<file path="config.mk">
export PLATFORM = sky130hd
export DESIGN_NAME = split_tenure_arbiter
export DESIGN_NICKNAME = d
export VERILOG_FILES = /design/src/rtl/sbarb_pkg.sv /design/src/rtl/sbarb_prio_pick.sv /design/src/rtl/sbarb_order_fifo.sv /design/src/rtl/sbarb_addr_trk.sv /design/src/rtl/sbarb_data_trk.sv /design/src/rtl/split_tenure_arbiter.sv
export SDC_FILE = /design/constraint.sdc
export NUM_CORES = 1
export LEC_CHECK = 0
export ABC_AREA = 1
export BUFFER_PORTS_ARGS = -buffer_cell sky130_fd_sc_hd__buf_4
export CELL_PAD_IN_SITES_DETAIL_PLACEMENT = 1
export CELL_PAD_IN_SITES_GLOBAL_PLACEMENT = 2
export CORE_ASPECT_RATIO = 1.5
export CORE_MARGIN = 10
export CORE_UTILIZATION = 30
export CTS_CLUSTER_DIAMETER = 200
export DETAILED_ROUTE_END_ITERATION = 10
export PLACE_DENSITY_LB_ADDON = 0.1
export SLEW_MARGIN = 40
export SYNTH_ARGS = -nofsm -noshare
export SYNTH_HDL_FRONTEND = slang
export SYNTH_HIERARCHICAL = 1
export SYNTH_SLANG_ARGS = --single-unit
</file>
<file path="constraint.sdc">
create_clock -name clk -period 5.7 [get_ports clk]
set_input_delay 0.855 -clock clk [delete_from_list [all_inputs] [get_ports clk]]
set_output_delay 0.855 -clock clk [all_outputs]
set_load 0.05 [all_outputs]
</file>
<file path="src/rtl/sbarb_pkg.sv">
// Shared constants for the split-tenure arbiter.
// Assumes: preference levels are 3 bits wide (eight levels).
package sbarb_pkg;
    localparam int LVL_W = 3;
    localparam int DEF_BURST_BEATS = 4;
endpackage

</file>
<file path="src/rtl/sbarb_prio_pick.sv">
// Combinational winner selection: highest level first, then round-robin from rr_ptr.
// Assumes: rr_ptr < N; any_req low means win_id is don't-care.
module sbarb_prio_pick #(
    parameter int N     = 4,
    parameter int LVL_W = 3,
    parameter int IDW   = 2
) (
    input  logic [N-1:0]       req,
    input  logic [N*LVL_W-1:0] lvl,
    input  logic [IDW-1:0]     rr_ptr,
    output logic               any_req,
    output logic [IDW-1:0]     win_id
);
    logic [LVL_W-1:0] top_lvl;
    logic [N-1:0]     cand;
    logic             found;

    // Find the highest level among active requesters.
    always_comb begin
        top_lvl = '0;
        for (int i = 0; i < N; i++) begin
            if (req[i] && (lvl[i*LVL_W +: LVL_W] > top_lvl)) top_lvl = lvl[i*LVL_W +: LVL_W];
        end
    end

    // Mark requesters sitting at that level.
    always_comb begin
        for (int i = 0; i < N; i++) cand[i] = req[i] && (lvl[i*LVL_W +: LVL_W] == top_lvl);
    end

    // Rotate from rr_ptr to the first candidate.
    always_comb begin
        win_id = '0;
        found  = 1'b0;
        for (int k = 0; k < N; k++) begin
            int idx;
            idx = int'(rr_ptr) + k;
            if (idx >= N) idx = idx - N;
            if (!found && cand[idx]) begin
                win_id = IDW'(idx);
                found  = 1'b1;
            end
        end
    end

    assign any_req = |req;
endmodule

</file>
<file path="src/rtl/sbarb_order_fifo.sv">
// In-order queue of acknowledged address tenures (master id + burst flag).
// Assumes: caller never pushes into a full queue or pops an empty one.
module sbarb_order_fifo #(
    parameter int DEPTH = 2,
    parameter int W     = 3
) (
    input  logic         clk,
    input  logic         rst_n,
    input  logic         push,
    input  logic [W-1:0] din,
    input  logic         pop,
    output logic [W-1:0] dout,
    output logic         empty,
    output logic         full_next
);
    localparam int PW = (DEPTH > 1) ? $clog2(DEPTH) : 1;
    localparam int CW = $clog2(DEPTH + 1);

    logic [W-1:0]  mem [DEPTH];
    logic [PW-1:0] wr_ptr, rd_ptr;
    logic [CW-1:0] cnt;
    logic [CW:0]   cnt_nxt;

    // Occupancy after this edge, used to hold off new address grants.
    always_comb begin
        cnt_nxt = {1'b0, cnt};
        if (push) cnt_nxt = cnt_nxt + 1'b1;
        if (pop)  cnt_nxt = cnt_nxt - 1'b1;
    end
    assign full_next = (cnt_nxt >= (CW+1)'(DEPTH));
    assign empty     = (cnt == '0);
    assign dout      = mem[rd_ptr];

    // Pointer and count update with wrap at DEPTH.
    always_ff @(posedge clk) begin
        if (!rst_n) begin
            wr_ptr <= '0;
            rd_ptr <= '0;
            cnt    <= '0;
        end else begin
            if (push) wr_ptr <= (wr_ptr == PW'(DEPTH-1)) ? '0 : wr_ptr + PW'(1);
            if (pop)  rd_ptr <= (rd_ptr == PW'(DEPTH-1)) ? '0 : rd_ptr + PW'(1);
            cnt <= cnt_nxt[CW-1:0];
        end
    end

    // Entry storage.
    always_ff @(posedge clk) begin
        if (push) mem[wr_ptr] <= din;
    end

    AST_NO_OVERFLOW: assert property (@(posedge clk) disable iff (!rst_n)
        push |-> (cnt < CW'(DEPTH)) || pop);
    AST_NO_UNDERFLOW: assert property (@(posedge clk) disable iff (!rst_n)
        pop |-> (cnt != '0));
endmodule

</file>
<file path="src/rtl/sbarb_addr_trk.sv">
// Address-bus side: grant register, busy tenure, round-robin pointer, queue push.
// Assumes: ts_in comes from the master holding the address grant.
module sbarb_addr_trk #(
    parameter int N   = 4,
    parameter int IDW = 2
) (
    input  logic           clk,
    input  logic           rst_n,
    input  logic           ts_in,
    input  logic           burst_in,
    input  logic           aack_in,
    input  logic           artry_in,
    input  logic           any_req,
    input  logic [IDW-1:0] win_id,
    input  logic [IDW-1:0] park_id,
    input  logic           block_grant,
    output logic [N-1:0]   agnt,
    output logic           abusy,
    output logic [IDW-1:0] rr_ptr,
    output logic           push,
    output logic [IDW-1:0] push_id,
    output logic           push_burst
);
    logic [N-1:0]   agnt_q;
    logic           abusy_q;
    logic [IDW-1:0] rr_q, own_q, grant_id, nxt_id;
    logic           bst_q, take, ending, may_change;
    logic [N-1:0]   nxt_vec, park_vec;

    // Encode the held one-hot grant.
    always_comb begin
        grant_id = '0;
        for (int i = 0; i < N; i++) if (agnt_q[i]) grant_id = IDW'(i);
    end

    assign take       = ts_in && !abusy_q && !artry_in && (|agnt_q);
    assign ending     = abusy_q && aack_in;
    assign may_change = (!abusy_q && !take) || ending;
    assign nxt_id     = any_req ? win_id : park_id;

    // Candidate grant vectors: arbitration result and park position.
    always_comb begin
        for (int i = 0; i < N; i++) begin
            nxt_vec[i]  = (nxt_id == IDW'(i)) && !block_grant;
            park_vec[i] = (park_id == IDW'(i));
        end
    end

    // Tenure state, owner capture and rotation pointer.
    always_ff @(posedge clk) begin
        if (!rst_n) begin
            abusy_q <= 1'b0;
            own_q   <= '0;
            bst_q   <= 1'b0;
            rr_q    <= '0;
        end else if (take) begin
            abusy_q <= 1'b1;
            own_q   <= grant_id;
            bst_q   <= burst_in;
            rr_q    <= (grant_id == IDW'(N-1)) ? '0 : grant_id + IDW'(1);
        end else if (ending) begin
            abusy_q <= 1'b0;
        end
    end

    // Grant register: parked in reset, moves only when the bus is free.
    always_ff @(posedge clk) begin
        if (!rst_n)          agnt_q <= park_vec;
        else if (may_change) agnt_q <= nxt_vec;
    end

    assign agnt       = agnt_q;
    assign abusy      = abusy_q;
    assign rr_ptr     = rr_q;
    assign push       = ending && !artry_in;
    assign push_id    = own_q;
    assign push_burst = bst_q;

    AST_AGNT_ONEHOT: assert property (@(posedge clk) disable iff (!rst_n)
        $onehot0(agnt_q));
    AST_AGNT_HELD_BUSY: assert property (@(posedge clk) disable iff (!rst_n)
        abusy_q && !aack_in |=> $stable(agnt_q));
    AST_ABUSY_NEEDS_TS: assert property (@(posedge clk) disable iff (!rst_n)
        $rose(abusy_q) |-> $past(ts_in) && !$past(artry_in));
endmodule

</file>
<file path="src/rtl/sbarb_data_trk.sv">
// Data-bus side: issues data grants from the queue head and counts beats.
// Assumes: ta_in only pulses during a data tenure it belongs to.
module sbarb_data_trk #(
    parameter int N     = 4,
    parameter int IDW   = 2,
    parameter int BEATS = 4
) (
    input  logic           clk,
    input  logic           rst_n,
    input  logic           ta_in,
    input  logic           artry_in,
    input  logic           q_empty,
    input  logic [IDW-1:0] q_id,
    input  logic           q_burst,
    output logic [N-1:0]   dgnt,
    output logic           dbusy,
    output logic           pop
);
    localparam int BW = $clog2(BEATS + 1);

    logic [N-1:0]  dgnt_q, head_vec;
    logic          dbusy_q, take, last_beat;
    logic [BW-1:0] left_q;

    // One-hot of the queue head, zero when empty.
    always_comb begin
        for (int i = 0; i < N; i++) head_vec[i] = !q_empty && (q_id == IDW'(i));
    end

    assign take      = !dbusy_q && (|dgnt_q) && !artry_in;
    assign last_beat = dbusy_q && ta_in && (left_q == BW'(1));

    // Busy flag and remaining-beat counter.
    always_ff @(posedge clk) begin
        if (!rst_n) begin
            dbusy_q <= 1'b0;
            left_q  <= '0;
        end else if (take) begin
            dbusy_q <= 1'b1;
            left_q  <= q_burst ? BW'(BEATS) : BW'(1);
        end else if (dbusy_q && ta_in) begin
            left_q <= left_q - BW'(1);
            if (left_q == BW'(1)) dbusy_q <= 1'b0;
        end
    end

    // Data grant: hand-off at the final beat, or load when idle.
    always_ff @(posedge clk) begin
        if (!rst_n)                              dgnt_q <= '0;
        else if (last_beat)                      dgnt_q <= head_vec;
        else if (!dbusy_q && (dgnt_q == '0))     dgnt_q <= head_vec;
    end

    assign dgnt  = dgnt_q;
    assign dbusy = dbusy_q;
    assign pop   = take;

    AST_DGNT_ONEHOT: assert property (@(posedge clk) disable iff (!rst_n)
        $onehot0(dgnt_q));
    AST_DBUSY_AFTER_GRANT: assert property (@(posedge clk) disable iff (!rst_n)
        $rose(dbusy_q) |-> ($past(dgnt_q) != '0) && !$past(artry_in));
    AST_DGNT_HELD_DATA: assert property (@(posedge clk) disable iff (!rst_n)
        dbusy_q && !ta_in |=> $stable(dgnt_q));
endmodule

</file>
<file path="src/rtl/split_tenure_arbiter.sv">
// Top: separate address and data arbitration with an in-order tenure queue.
// Assumes: static level/park configuration; one active address master at a time.
module split_tenure_arbiter #(
    parameter int NUM_M       = 4,
    parameter int Q_DEPTH     = 2,
    parameter int BURST_BEATS = sbarb_pkg::DEF_BURST_BEATS,
    localparam int IDW        = (NUM_M > 1) ? $clog2(NUM_M) : 1,
    localparam int LVL_W      = sbarb_pkg::LVL_W
) (
    input  logic                   clk,
    input  logic                   rst_n,
    input  logic [NUM_M-1:0]       bus_req,
    input  logic [NUM_M*LVL_W-1:0] lvl_cfg,
    input  logic [IDW-1:0]         park_sel,
    input  logic                   ts_in,
    input  logic                   burst_in,
    input  logic                   aack_in,
    input  logic                   artry_in,
    input  logic                   ta_in,
    output logic [NUM_M-1:0]       addr_gnt,
    output logic [NUM_M-1:0]       data_gnt,
    output logic                   addr_busy,
    output logic                   data_busy
);
    logic           any_req, push, pop, q_empty, q_full_nxt, push_burst;
    logic [IDW-1:0] win_id, rr_ptr, push_id;
    logic [IDW:0]   q_dout;

    sbarb_prio_pick #(.N(NUM_M), .LVL_W(LVL_W), .IDW(IDW)) u_pick (
        .req(bus_req), .lvl(lvl_cfg), .rr_ptr(rr_ptr),
        .any_req(any_req), .win_id(win_id)
    );

    sbarb_addr_trk #(.N(NUM_M), .IDW(IDW)) u_addr (
        .clk(clk), .rst_n(rst_n), .ts_in(ts_in), .burst_in(burst_in),
        .aack_in(aack_in), .artry_in(artry_in), .any_req(any_req),
        .win_id(win_id), .park_id(park_sel), .block_grant(q_full_nxt),
        .agnt(addr_gnt), .abusy(addr_busy), .rr_ptr(rr_ptr),
        .push(push), .push_id(push_id), .push_burst(push_burst)
    );

    sbarb_order_fifo #(.DEPTH(Q_DEPTH), .W(IDW+1)) u_queue (
        .clk(clk), .rst_n(rst_n), .push(push), .din({push_burst, push_id}),
        .pop(pop), .dout(q_dout), .empty(q_empty), .full_next(q_full_nxt)
    );

    sbarb_data_trk #(.N(NUM_M), .IDW(IDW), .BEATS(BURST_BEATS)) u_data (
        .clk(clk), .rst_n(rst_n), .ta_in(ta_in), .artry_in(artry_in),
        .q_empty(q_empty), .q_id(q_dout[IDW-1:0]), .q_burst(q_dout[IDW]),
        .dgnt(data_gnt), .dbusy(data_busy), .pop(pop)
    );

    AST_RETRY_NO_PUSH: assert property (@(posedge clk) disable iff (!rst_n)
        artry_in |-> !push);
    AST_FULL_NO_AGNT: assert property (@(posedge clk) disable iff (!rst_n)
        q_full_nxt && !addr_busy |=> (addr_gnt == '0));
endmodule

</file>
### Word level (Yosys, flattened, before mapping)

Memories as Yosys holds them, arrays and structs flattened. A register that Yosys moved wholly into a read port is not among the register bits.
Cells that the tools add are included.

| storage, ports and cells | value |
|---|---|
| register bits after elaboration | 22 |
| memories kept | 1 |
| bits of input ports | 25 |
| output and inout bits | 10 |
| bits in writable memories | 6 |
| logic and storage cells | 159 |

| operators by class | value |
|---|---|
| equality and inequality tests | 16 |
| $add $sub $neg | 13 |
| multiplexer cells | 52 |
| magnitude comparators | 13 |
| reduce and logical (&&, ||, !) cells | 53 |

Memory list:

| name | depth | width | rd ports | clocked after memory_dff | wr ports | RTL line | source |
|---|---|---|---|---|---|---|---|
| u_queue.mem | 2 | 3 | 1 | 1 | 1 | sbarb_order_fifo.sv:19 | `logic [W-1:0] mem [DEPTH];` |

Operators with widths:

| kind | count |
|---|---|
| 32-bit by 4-bit < comparator with 1-bit output (second input constant) | 4 |
| 32-bit two-way mux | 4 |
| 32-bit by 4-bit greater-or-equal comparator with 1-bit output (second input constant) | 3 |
| 32-bit by 4-bit subtractor with 32-bit output (second input constant) | 3 |
| 1-bit logical AND | 30 |
| 3-bit two-way mux | 9 |
| 1-bit two-way mux | 23 |
| 2-bit two-way mux | 8 |
| 4-bit two-way mux | 4 |
| 2-bit == test (second input constant) | 7 |
| 3-bit == test | 4 |
| 4-bit OR reduction | 3 |
| 3-bit greater-than comparator | 3 |
| 1-bit zero test | 9 |
| 1-bit binary-select mux with 2-bit select | 4 |
| 2-bit zero test | 4 |
| 2-bit nonzero test | 4 |
| 2-bit by 1-bit adder with 3-bit output (second input constant) | 2 |
| 2-bit by 2-bit adder with 3-bit output (second input constant) | 2 |
| 2-bit by 1-bit == test with 1-bit output (second input constant) | 3 |
| 3-bit by 1-bit subtractor with 3-bit output (second input constant) | 2 |
| 4-bit zero test | 1 |
| 2-bit by 3-bit subtractor with 4-bit output (second input constant) | 1 |
| 3-bit by 1-bit == test with 1-bit output (second input constant) | 1 |
| other kinds (8) | 9 |

### Longest topological paths before layout

Gate-level depths: netlist of the first run.

| logic depth | value |
|---|---|
| depth after elaboration | 32 |
| depth in mapped cells | 39 |
| depth with buffers taken out | 39 |

### Cells and area by module

The synthesis of the first run kept the hierarchy.

Modules (own cells, without submodules):

| module | area an instance (um^2) | cells an instance | instances |
|---|---|---|---|
| sbarb_prio_pick | 965.9 | 180 | 1 |
| sbarb_addr_trk | 516.7 | 64 | 1 |
| sbarb_order_fifo | 508.0 | 51 | 1 |
| sbarb_data_trk | 462.9 | 72 | 1 |

### Worst setup path before layout of the first run

Ideal clock, no wire load.

| path | value |
|---|---|
| kind | input-to-reg |
| start point | in lvl_cfg[0] |
| end point | reg u_addr.agnt_q[2], in the netlist u_addr/agnt[2], data pin |
| stages | 37 |
| required time | 5440 ps |
| path slack | 938 ps |
| arrival | 4502 ps |
| library setup time | 260 ps |
| cell sequence | nand2_1 -> inv_1 -> ha_1 -> nand3_1 -> nand2_1 -> inv_1 -> nand2_2 -> nand2_1 -> nand2_1 -> ha_1 -> nand2_1 -> o21ai_4 -> nand2_4 -> nand3_2 -> nand2_1 -> ha_1 -> a21oi_1 -> o21ai_1 -> nand2_1 -> buf_2 -> nand3_1 -> nand3_1 -> nand2_1 -> nor2_2 -> nand3_1 -> nand2_1 -> nand2_1 -> nand2_2 -> nand3_1 -> nand2_1 -> inv_1 -> nand3_1 -> inv_1 -> nand2_1 -> o21ai_1 -> inv_1 -> o21ai_0 |

| between the ends | value |
|---|---|
| longest elaborated chain between the ends | 32 |
| elaborated cells on any way between the ends | 50 |
| those cells by class | order compare (4); eq/ne (5); mux (26); reduce/logical (15) |

Ends and longest elaborated chain:

| what | RTL line | source |
|---|---|---|
| start, declared | split_tenure_arbiter.sv:13 | `input logic [NUM_M*LVL_W-1:0] lvl_cfg,` |
| 3-bit by 1-bit greater-than comparator with 1-bit output | sbarb_prio_pick.sv:22 | `if (req[i] && (lvl[i*LVL_W +: LVL_W] > top_lvl)) top_lvl = lvl[i*LVL_W +: LVL_W];` |
| 1-bit logical AND | sbarb_prio_pick.sv:22 |  |
| 3-bit two-way mux | sbarb_prio_pick.sv:22 |  |
| 3-bit greater-than comparator | sbarb_prio_pick.sv:22 |  |
| 1-bit logical AND | sbarb_prio_pick.sv:22 |  |
| 3-bit two-way mux | sbarb_prio_pick.sv:22 |  |
| 3-bit greater-than comparator | sbarb_prio_pick.sv:22 |  |
| 1-bit logical AND | sbarb_prio_pick.sv:22 |  |
| (+17 left out) | -- |  |
| 1-bit logical AND | sbarb_prio_pick.sv:39 | `if (!found && cand[idx]) begin` |
| 2-bit two-way mux * | sbarb_prio_pick.sv:39 |  |
| net win_id[0] | split_tenure_arbiter.sv:26 | `logic [IDW-1:0] win_id, rr_ptr, push_id;` |
| 2-bit two-way mux * | sbarb_addr_trk.sv:39 | `assign nxt_id = any_req ? win_id : park_id;` |
| 2-bit == test * | sbarb_addr_trk.sv:44 | `nxt_vec[i] = (nxt_id == IDW'(i)) && !block_grant;` |
| 1-bit logical AND * | sbarb_addr_trk.sv:44 |  |
| 4-bit two-way mux * | sbarb_addr_trk.sv:69 | `else if (may_change) agnt_q <= nxt_vec;` |
| 4-bit two-way mux * | sbarb_addr_trk.sv:68 | `if (!rst_n) agnt_q <= park_vec;` |
| end signal, assigned | sbarb_addr_trk.sv:68 |  |
| end signal, assigned | sbarb_addr_trk.sv:69 |  |
| end, declared | sbarb_addr_trk.sv:24 | `logic [N-1:0] agnt_q;` |

The timed path passes the listed nets; every way through them passes the cells marked *. The select of a mux whose other input is x is not followed.
A chain may end at the register's enable or synchronous reset.

### Worst setup path in the final report of the first run

| path | value |
|---|---|
| start point | in bus_req[0] |
| end point | reg u_addr.agnt_q[0], in the netlist u_addr/agnt[0], data pin |

| between the ends | value |
|---|---|
| longest elaborated chain between the ends | 31 |
| elaborated cells on any way between the ends | 50 |
| those cells by class | order compare (3); eq/ne (4); mux (26); reduce/logical (17) |

Ends and longest elaborated chain:

| what | RTL line | source |
|---|---|---|
| start, declared | split_tenure_arbiter.sv:12 | `input logic [NUM_M-1:0] bus_req,` |
| 1-bit logical AND | sbarb_prio_pick.sv:22 |  |
| 3-bit two-way mux | sbarb_prio_pick.sv:22 |  |
| 3-bit greater-than comparator | sbarb_prio_pick.sv:22 |  |
| 1-bit logical AND | sbarb_prio_pick.sv:22 |  |
| 3-bit two-way mux | sbarb_prio_pick.sv:22 |  |
| 3-bit greater-than comparator | sbarb_prio_pick.sv:22 |  |
| 1-bit logical AND | sbarb_prio_pick.sv:22 |  |
| 3-bit two-way mux | sbarb_prio_pick.sv:22 |  |
| (+16 left out) | -- |  |
| 1-bit logical AND | sbarb_prio_pick.sv:39 |  |
| 2-bit two-way mux * | sbarb_prio_pick.sv:39 |  |
| net win_id[1] | split_tenure_arbiter.sv:26 |  |
| 2-bit two-way mux * | sbarb_addr_trk.sv:39 |  |
| 2-bit zero test * | sbarb_addr_trk.sv:44 |  |
| 1-bit logical AND * | sbarb_addr_trk.sv:44 |  |
| 4-bit two-way mux * | sbarb_addr_trk.sv:69 |  |
| 4-bit two-way mux * | sbarb_addr_trk.sv:68 |  |

Marked as above.

==> flow_summary.toml, run 1 <==
[synthesis]
synth_area_leader_cell = "dfxtp_1"
synthDominantCellAreaShare_pct = 15.5
synthesis.nets = 406
synth_adder_area_share_pct = 7.14
synthXorXnorAreaFrac_pct = 1.43
synthCells = 367
synth_seq_cells = 29
synth_simple_gate_area_share_pct = 47.6
synth_mux_area_share_pct = 1.38
yosys.cell_types.count = 34
syn-cell-area_mm2 = 0.00245
main_combinational_cell_family_by_area_after_synthesis = "simple AND/OR/NAND/NOR gates"
netlist_top_cells_area = "dfxtp_1 (16%), nand2_1 (14%), nand3_1 (14%), edfxtp_1 (12%), ha_1 (7.1%)"
synth-compound-area-share_pct = 6.58
yosysWarnings = 6
avgSynthCellArea_um2 = 6.69
synth_seq_area_share_pct = 27.7

[final_layout]
layout.cells.most_common = "nand2_1"
final_design_area_no_fill_mm2 = 0.00302
sequential_cell_area_um2 = 681
layout-area-overhead-vs-synth_pct = 22.9
insertedDiodeCount = 0
finish.net_count = 449
post_route_cells_drive_above_1_share_pct = 23.8
multiInputGateArea_mm2 = 0.00158
layout_common_cells = "nand2_1 (91), nand3_1 (69), inv_1 (41)"
n_fill_cell = 1044

[drt]
wl_per_cell_um = 14.2
drt_iter0_drc = 60
final_antenna_net_count = 0
routed-via-count = 2500
route.detailed.drc = 0
drtPass1Iterations = 5
finalWirelength_um = 7310
routed_via_density = 4.84

[placed_design]
place.gp.congestion = 0.817
dp_hpwl_um = 6290
pre_cts_slack_ns = 0.0645
numPortBuffers = 34
placedInstanceArea_mm2 = 0.00283

[grt]
global_route.peak_usage_layer = "met2"
grt_util_met2_pct = 25.7
globalRouteMet1Util_pct = 12.4
grt_util_all_layers_pct = 12.8
grt_overflow = 0
groute.layer.met3.usage_pct = 2.00
maximum_number_of_pins_on_one_net_before_global_route_repair = 14
initial_antenna_violation_count = 0
number_of_global_route_vias_before_repair = 2705
first_pass_grt_wire_length_um = 12600

[power_and_ir_drop]
power.total_mw = 1.29
power_density_mw_per_mm2 = 427
cellLeakagePower_nw = 1.51
ir_drop_mv = 0.258

[critical_path]
critical_path.reg2reg.startpoint = "u_addr/abusy"
rr_endpoint = "u_addr/agnt[0]"
arrival_time_at_the_worst_endpoint_ns = 5.12
critical-path-slowest-cell = "ha_1"
crit_path_max_fanout = 10
setup.worst_path.end_class = "register"
crit_path_start = "bus_req[0]"
crit_type = "in2reg"
worst_case_reg_to_reg_path_depth = 11
timing.critical_path.slowest_cell_delay_ns = 0.33
required_ns = 5.72
startpoint_type = "input port"
worst_path_most_repeated_cell = "nand2_1"
r2r_setup_slack_ns = 3.42

[min_path]
hold-path-endpoint = "u_queue/mem[0][2]"
whs_path_depth = 0
hold_path_class = "reg2reg"
worst_hold_startpoint = "u_addr/push_burst"

[floorplan]
dieHeight_um = 131
die_width_um = 93.8
core_area_mm2 = 0.00801
die_area_mm2 = 0.0123
top_level_ports = 35
initial_core_utilization_pct = 30.6
rows = 40

[timing]
finalSetupViolCount = 0
report.final.hold_viol_count = 0
final_critical_path_share_of_the_clock_period_pct = 89.5
setup_slack_ns = 0.598
achievable-frequency_ghz = 0.196
hold_ws_ns = 0.459
final-max-slew-violation-count = 0
finalWorstPathRequiredPeriod_ns = 5.10
final.setup_skew_ns = 0.00297
slew_of_the_pin_with_the_lowest_slew_margin_ns = 0.479
slew_hr_pct = 67.9

[clocking]
htreeDepth = 2
clock_latency_ns = 0.27
tritoncts = "done"
clock_tree.buffer_depth = 2
numClockSinks = 29
cts_inserted_buffers = 5
reg_clk_slew_reported_paths_ns = 0.05
postCtsHoldBufs = 0
clock-root-buffer = "clkbuf_16"

[status]
status = "finished, final reports clean"

[flow_run]
drv.max_cap_violation_count = 0
[kinds of logic (layout without fill, tap and decap cells)]
group / Yosys count / in the layout
adders and majority gates: 14 / 14
DFF: 29 / 29
xor gates and xnor gates: 4 / 4
and+or+nand+nor: 238 / 238
buffers and inverters: 52 / 96
AOI/OAI and AO/OA: 27 / 27
muxes: 3 / 3
[stage by stage]
stage | instances | utilization (%) | setup TNS, ns
floorplan | 367 | - | 0
global placement | 504 | 35.4 | 0
detailed placement | 504 | 35.4 | 0
CTS | 512 | 37.2 | 0
global route | 516 | 37.7 | -0.00563
finish | 516 | 37.7 | 0
[critical path, delay by kind of cell]
| family | cells | cell delay, ns |
|---|---|---|
| AO/OA/AOI/OAI | 6 | 0.84 |
| AND/OR/NAND/NOR | 20 | 2.27 |
| buffers and inverters | 2 | 0.25 |
| adder cells (fa/ha/maj) | 3 | 0.89 |
[flip-flops by register name, indices dropped and copies added (netlist names), named ones only]
| register | cells |
|---|---|
| u_data/left_q | 3 |
| u_data/dgnt | 4 |
| u_addr/push_burst | 1 |
| u_queue/mem | 6 |
| u_addr/agnt | 4 |
| u_queue/rd_ptr | 1 |
| u_addr/rr_ptr | 2 |
| u_addr/abusy | 1 |
| u_queue/cnt | 2 |
| u_addr/push_id | 2 |
| u_queue/wr_ptr | 1 |
| u_data/dbusy | 1 |
[cell usage after synthesis]
library cell  number
inv_2              6
and2_1             1
nand2_4            3
o21ai_1            6
a21oi_1           11
a21boi_0           1
nand2_2            8
buf_2              2
inv_1             43
nor3_1             6
or2_2              2
dfxtp_1           19
o21ai_4            1
xor2_1             2
nand3_2            9
xnor2_1            2
nand4_2            1
o211ai_1           1
mux2_2             3
nand3b_2           1
nand3b_1           3
edfxtp_1          10
a21oi_2            2
or4_1              1
o21a_1             1
nor2_8             1
nand3_1           69
o21ai_0            4
nand2_1           92
ha_1              14
nand4_1            2
nor2_1            30
clkbuf_2           1
nor2_2             9
[worst max-delay path by stage]
stage | slack (ns) | end
finish | 0.60 | u_addr/agnt[0]
detailed placement | 0.06 | u_addr/agnt[0]
global route | -0.006 | u_addr/agnt[2]
CTS | 0.35 | u_addr/agnt[0]
global placement | 0.13 | u_addr/agnt[2]
floorplan | 0.94 | u_addr/agnt[2]
[routing by layer]
layer  vias up  wire, um
li1       1291         -
met1      1163      2770
met2        37      4230
met3         9       178
met4         0       130
met5         -         0
[cell type report]
class,count,share of cell area (%)
inverter,49,6.10
multi-input combinational,286,52.5
timing repair buffer,39,9.71
clock buffer,5,4.15
tap,105,4.36
sequential,29,22.6
clock inverter,3,0.581
[timing repair]
item / 4_1_cts / 5_1_grt
setup endpoints to repair: 0 / 4
resized for setup: 0 / 4
setup buffers: 0 / 4
[power breakdown]
part	internal, mW	switching [mW]
Clock	0.159	0.0896
Combinational	0.251	0.460
Sequential	0.276	0.0521
Total	0.686	0.602
Power figures use the tool's default switching activity.
==> run 2: changes to the inputs <==
--- a/config.mk
+++ b/config.mk
@@ -5,7 +5,6 @@
 export SDC_FILE = /design/constraint.sdc
 export NUM_CORES = 1
 export LEC_CHECK = 0
-export ABC_AREA = 1
 export BUFFER_PORTS_ARGS = -buffer_cell sky130_fd_sc_hd__buf_4
 export CELL_PAD_IN_SITES_DETAIL_PLACEMENT = 1
 export CELL_PAD_IN_SITES_GLOBAL_PLACEMENT = 2
==> constraint.sdc (replaced) <==
create_clock -name clk -period 5.7 [get_ports clk]
set_input_delay 0.57 -clock clk [delete_from_list [all_inputs] [get_ports clk]]
set_output_delay 0.57 -clock clk [all_outputs]
set_load 0.05 [all_outputs]
==> flow_summary.toml, run 2 <==
[status]
status = "finished, final reports clean"

[clocking]
numClockSinks = 29
clock_tree.buffer_depth = 2
postCtsHoldBufs = 0
clock_latency_ns = 0.27
htreeDepth = 2
reg_clk_slew_reported_paths_ns = 0.06
clock-root-buffer = "clkbuf_8"
cts_inserted_buffers = 5
tritoncts = "done"
cts_post_setup_buffers_inserted = 0

[synthesis]
yosysWarnings = 6
synth_ff_type = "dfxtp_1"
synth-edff-count = 10
synth_commonest_cells = "dfxtp_1 (19), inv_1 (19), nand2_1 (19)"
synthCells = 229
synth_seq_area_share_pct = 31.4
avgSynthCellArea_um2 = 9.47
yosys.cell_types.count = 66
syn-cell-area_mm2 = 0.00217
synth_area_leader_cell = "dfxtp_1"
netlist_top_cells_area = "dfxtp_1 (18%), edfxtp_1 (14%), ha_1 (8.1%), xnor2_1 (4.0%), xor2_1 (3.6%)"
async_flop_share_pct = 0
synth_seq_cells = 29
synthDominantCellAreaShare_pct = 17.5
synthesis.nets = 268

[critical_path]
arrival_time_at_the_worst_endpoint_ns = 5.34
startpoint_type = "input port"
critical_path.reg2reg.startpoint = "u_addr/abusy"
critical-path-slowest-cell = "a2111oi_2"
critical-path-top-delay-family = "simple AND/OR/NAND/NOR gates"
worst_case_reg_to_reg_path_depth = 9
rr_endpoint = "u_addr/agnt[1]"
timing.critical_path.slowest_cell_delay_ns = 0.35
crit_type = "in2reg"
r2r_setup_slack_ns = 3.31
setup.worst_path.end_class = "register"
crit_path_max_fanout = 5
required_ns = 5.72
path_buf_inv = 5

[floorplan]
die_area_mm2 = 0.0111
die_width_um = 89.4
dieHeight_um = 124
core_area_mm2 = 0.00694
rows = 37
top_level_ports = 35
initial_core_utilization_pct = 31.2

[power_and_ir_drop]
power_density_mw_per_mm2 = 309
ir_drop_mv = 0.0795
cellLeakagePower_nw = 1.09

[drt]
finalWirelength_um = 5720
final_antenna_net_count = 0
route.detailed.drc = 0
drtPass1Iterations = 4
routed-via-count = 1846
drt_iter0_drc = 42
wl_per_cell_um = 16.2
routed_via_density = 5.21

[timing]
finalSetupViolCount = 0
slew_of_the_pin_with_the_lowest_slew_margin_ns = 0.553
report.final.hold_viol_count = 0
final-max-slew-violation-count = 0
finalSetupTns_ns = 0
final_critical_path_share_of_the_clock_period_pct = 93.3
slew_hr_pct = 62.8
achievable-frequency_ghz = 0.188
grt_setup_unrepaired = "no"
final.setup_skew_ns = 0.00458
finalWorstPathRequiredPeriod_ns = 5.32

[final_layout]
largest_register_ff_count = 6
finish.net_count = 314
finish.cell_count_without_fillers = 354
layout.cells.most_common = "buf_4"
post_route_cells_drive_above_1_share_pct = 30.8
multiInputGateArea_mm2 = 0.00141
sequential_cell_area_um2 = 681
layout_common_cells = "buf_4 (43), inv_1 (19), nand2_1 (19), dfxtp_1 (19), ha_1 (14)"
n_fill_cell = 828
final_design_area_no_fill_mm2 = 0.00269
most_flop_heavy_register = "u_queue/mem"
insertedDiodeCount = 0
layout-area-overhead-vs-synth_pct = 23.8

[min_path]
hold_path_class = "reg2reg"
hold-path-endpoint = "u_queue/mem[0][2]"
worst_hold_startpoint = "u_addr/push_burst"
whs_path_depth = 0

[grt]
initial_antenna_violation_count = 0
grt_overflow = 0
grt_util_all_layers_pct = 10.8
first_pass_grt_wire_length_um = 9340
maximum_number_of_pins_on_one_net_before_global_route_repair = 29
number_of_global_route_vias_before_repair = 1949

[placed_design]
numPortBuffers = 34
place.gp.congestion = 0.776
placedInstanceArea_mm2 = 0.00257
dp_hpwl_um = 4920
placed_cells = 346

[flow_run]
drv.max_cap_violation_count = 0
-- run 2: changes by cell type in the layout (fill, tap and decap cells not counted), sizes merged, moves of 5 or more --
cell,delta
and2,+6
nor2,-30
nand2,-84
o31ai,+6
inv,-28
mux2i,+5
a211oi,+9
xor2,+7
nand3,-68
xnor2,+8
-- run 2: repair_timing --
| item | in CTS | in global routing |
|---|---|---|
| endpoints found under the setup margin | 0 | 4 |
| endpoints found under the hold margin | 0 | 0 |
| gates resized for setup | 0 | 9 |
-- run 2: cells by family (layout without fill, tap and decap cells) --
group | count (synthesis) | after routing | share of synthesized area (%)
buffers and inverters | 26 | 73 | 5.19
multiplexers | 8 | 8 | 3.86
adder cells (fa/ha/maj) | 14 | 14 | 8.07
AND/OR/NAND/NOR | 75 | 75 | 21.7
XOR/XNOR | 19 | 19 | 7.67
flip-flops | 29 | 29 | 31.4
AO/OA/AOI/OAI | 58 | 58 | 22.1
-- run 2: worst reg2reg max path, stage by stage (launching register included) --
cell and delay, ns:
dfxtp_1 0.37, nand2_1 0.07, nor2_1 0.32, mux2i_1 0.35, ha_1 0.21, xnor2_1 0.08, o22a_1 0.25, o21ai_0 0.30
nand2b_1 0.13, o22ai_1 0.16
-- run 2: report_power, final --
group          switching, mW  internal (mW)
Sequential            0.0325          0.251
Clock                 0.0707         0.0864
Combinational          0.221          0.168
Total                  0.324          0.505
-- run 2: how the worst max path moves through the flow --
stage                          start  cells past startpoint  slack, ns        endpoint
after global placement    bus_req[0]                     24       0.04  u_addr/agnt[2]
after global routing      bus_req[0]                     25      0.007  u_addr/agnt[0]
after detailed placement  bus_req[0]                     25       0.03  u_addr/agnt[3]
final                     bus_req[0]                     25       0.38  u_addr/agnt[2]
after CTS                 bus_req[0]                     25       0.32  u_addr/agnt[3]
after floorplan           lvl_cfg[1]                     23       0.51  u_addr/agnt[0]
-- run 2: layout make-up --
class,instances,share of cell area (%)
multi-input combinational,174,52.4
tap,78,3.63
sequential,29,25.3
clock buffer,8,2.98
timing repair buffer,43,12.0
inverter,22,3.59
-- run 2: routing by layer --
layer	GRT usage [%]	share of wire [%]	vias up
li1	-	-	926
met1	9.85	35	882
met5	0	0	-
met3	2.29	4.2	7
met2	21.5	59	31
met4	5.19	2.2	0
-- run 2: metrics by stage --
stage / utilization (%) / power (mW) / hold WS [ns] / setup WS [ns]
floorplan: - / 0.560 / 0.425 / 0.511
finish: 38.7 / 0.829 / 0.469 / 0.381
global placement: 37.1 / 0.675 / 0.450 / 0.0353
global route: 38.7 / 0.888 / 0.492 / 0.00693
detailed placement: 37.1 / 0.678 / 0.453 / 0.0310
CTS: 38.2 / 0.840 / 0.467 / 0.317
==> run 3: changes to the inputs <==
--- a/config.mk
+++ b/config.mk
@@ -5,6 +5,7 @@
 export SDC_FILE = /design/constraint.sdc
 export NUM_CORES = 1
 export LEC_CHECK = 0
+export ABC_AREA = 1
 export BUFFER_PORTS_ARGS = -buffer_cell sky130_fd_sc_hd__buf_4
 export CELL_PAD_IN_SITES_DETAIL_PLACEMENT = 1
 export CELL_PAD_IN_SITES_GLOBAL_PLACEMENT = 2
==> flow_summary.toml, run 3 (same netlist as run 1, synthesis figures left out) <==
[floorplan]
top_level_ports = 35
dieHeight_um = 131
core_area_mm2 = 0.00801
initial_core_utilization_pct = 30.6
die_width_um = 93.8
die_area_mm2 = 0.0123
rows = 40

[final_layout]
finish.net_count = 444
insertedDiodeCount = 0
layout_common_cells = "nand2_1 (91), nand3_1 (69), inv_1 (43)"
layout.cells.most_common = "nand2_1"
post-route-util_pct = 37.4
finish.cell_count_without_fillers = 511
post_route_cells_drive_above_1_share_pct = 21.7
layout-area-overhead-vs-synth_pct = 22.1
most_flop_heavy_register = "u_queue/mem"
largest_register_ff_count = 6

[power_and_ir_drop]
power.clock.fraction_pct = 22.2
power_density_mw_per_mm2 = 440
power.share.combinational_pct = 53.0
ir_drop_mv = 0.265
cellLeakagePower_nw = 1.50
power.total_mw = 1.32
pwr-share-seq_pct = 24.8
power.net_switching_mw = 0.597
swShare_pct = 45.3
cellInternalPower_mw = 0.721

[placed_design]
dp_hpwl_um = 6260
numPortBuffers = 34
placed_cells = 503
pre_cts_slack_ns = 0.296
place.gp.congestion = 0.822

[critical_path]
timing.critical_path.slowest_cell_delay_ns = 0.36
required_ns = 5.72
startpoint_type = "input port"
arrival_time_at_the_worst_endpoint_ns = 4.97
critical-path-slowest-cell = "or2_2"
crit_type = "in2reg"
crit_path_max_fanout = 13
setup.worst_path.end_class = "register"
worst_path_most_repeated_cell = "nand2_1"

[drt]
drtPass1Iterations = 4
drt_iter0_drc = 51
routed_via_density = 4.89
finalWirelength_um = 7360
final_antenna_net_count = 0
routed-via-count = 2498
wl_per_cell_um = 14.4
route.detailed.drc = 0

[min_path]
hold_path_class = "reg2reg"

[clocking]
clock-root-buffer = "clkbuf_16"
numClockSinks = 29
cts_post_setup_buffers_inserted = 0
cts_inserted_buffers = 5
htreeDepth = 2
tritoncts = "done"
postCtsHoldBufs = 0
clock_latency_ns = 0.27
reg_clk_slew_reported_paths_ns = 0.05
clock_tree.buffer_depth = 2
postCtsResizedCells = 0

[timing]
grt_setup_unrepaired = "no"
setup_slack_ns = 0.750
achievable-frequency_ghz = 0.202
finalSetupTns_ns = 0
finalWorstPathRequiredPeriod_ns = 4.95
final-max-slew-violation-count = 0
final.setup_skew_ns = 0.00124
finalSetupViolCount = 0
slew_hr_pct = 67.3
report.final.hold_viol_count = 0
final_critical_path_share_of_the_clock_period_pct = 86.8
slew_of_the_pin_with_the_lowest_slew_margin_ns = 0.488

[grt]
grt_util_all_layers_pct = 12.8
first_pass_grt_wire_length_um = 12600
initial_antenna_violation_count = 0
maximum_number_of_pins_on_one_net_before_global_route_repair = 14
number_of_global_route_vias_before_repair = 2743
grt_overflow = 0

[flow_run]
drv.max_cap_violation_count = 0

[status]
status = "finished, final reports clean"
==> run 3: per-stage QoR <==
stage | hold WS [ns] | cell area (um2)
final | 0.471 | 3000
after global routing | 0.487 | 3000
after detailed placement | 0.451 | 2830
after floorplan | 0.426 | 2450
after CTS | 0.464 | 2990
after global placement | 0.435 | 2830
==> run 3: path summary, 6_finish.rpt <==
kind / startpoint / endpoint / slack (ns) / cells past startpoint
setup / recovery: bus_req[0] / u_addr/agnt[2] / 0.75 / 34
hold / removal: u_addr/push_burst / u_queue/mem[0][2] / 0.47 / 0
setup reg to reg: u_addr/abusy / u_addr/agnt[1] / 3.44 / 11
hold reg to reg: u_addr/push_burst / u_queue/mem[0][2] / 0.47 / 0
==> run 3: area by class of cell <==
class,instances,area (um2)
clock inverter,2,33.8
sequential,29,681
tap,105,131
inverter,49,184
timing repair buffer,34,255
fill,1038,5010
multi-input combinational,286,1580
clock buffer,6,129
==> run 3: layer usage <==
| layer | track usage, % | routed length, um | up-vias |
|---|---|---|---|
| met1 | 12.1 | 2760 | 1178 |
| met3 | 2.17 | 188 | 11 |
| met2 | 25.7 | 4220 | 32 |
| li1 | - | - | 1277 |
| met5 | 0 | 0 | - |
| met4 | 5.56 | 193 | 0 |
==> run 3: critical path: cells and delay by family <==
kind,cells,cell delay [ns]
compound gates,4,0.54
simple gates,25,2.62
fa+ha+maj,3,0.97
buf+inv,2,0.28
==> run 3: power by group through the flow <==
| stage | sequential, mW | clock [mW] | combinational [mW] |
|---|---|---|---|
| 2_1_floorplan | 0.413 | 0 | 0.442 |
| 3_3_place_gp | 0.330 | 0 | 0.697 |
| 3_5_place_dp | 0.334 | 0 | 0.706 |
| 4_1_cts | 0.330 | 0.301 | 0.711 |
| 5_1_grt | 0.336 | 0.311 | 0.800 |
| 6_report | 0.328 | 0.292 | 0.699 |
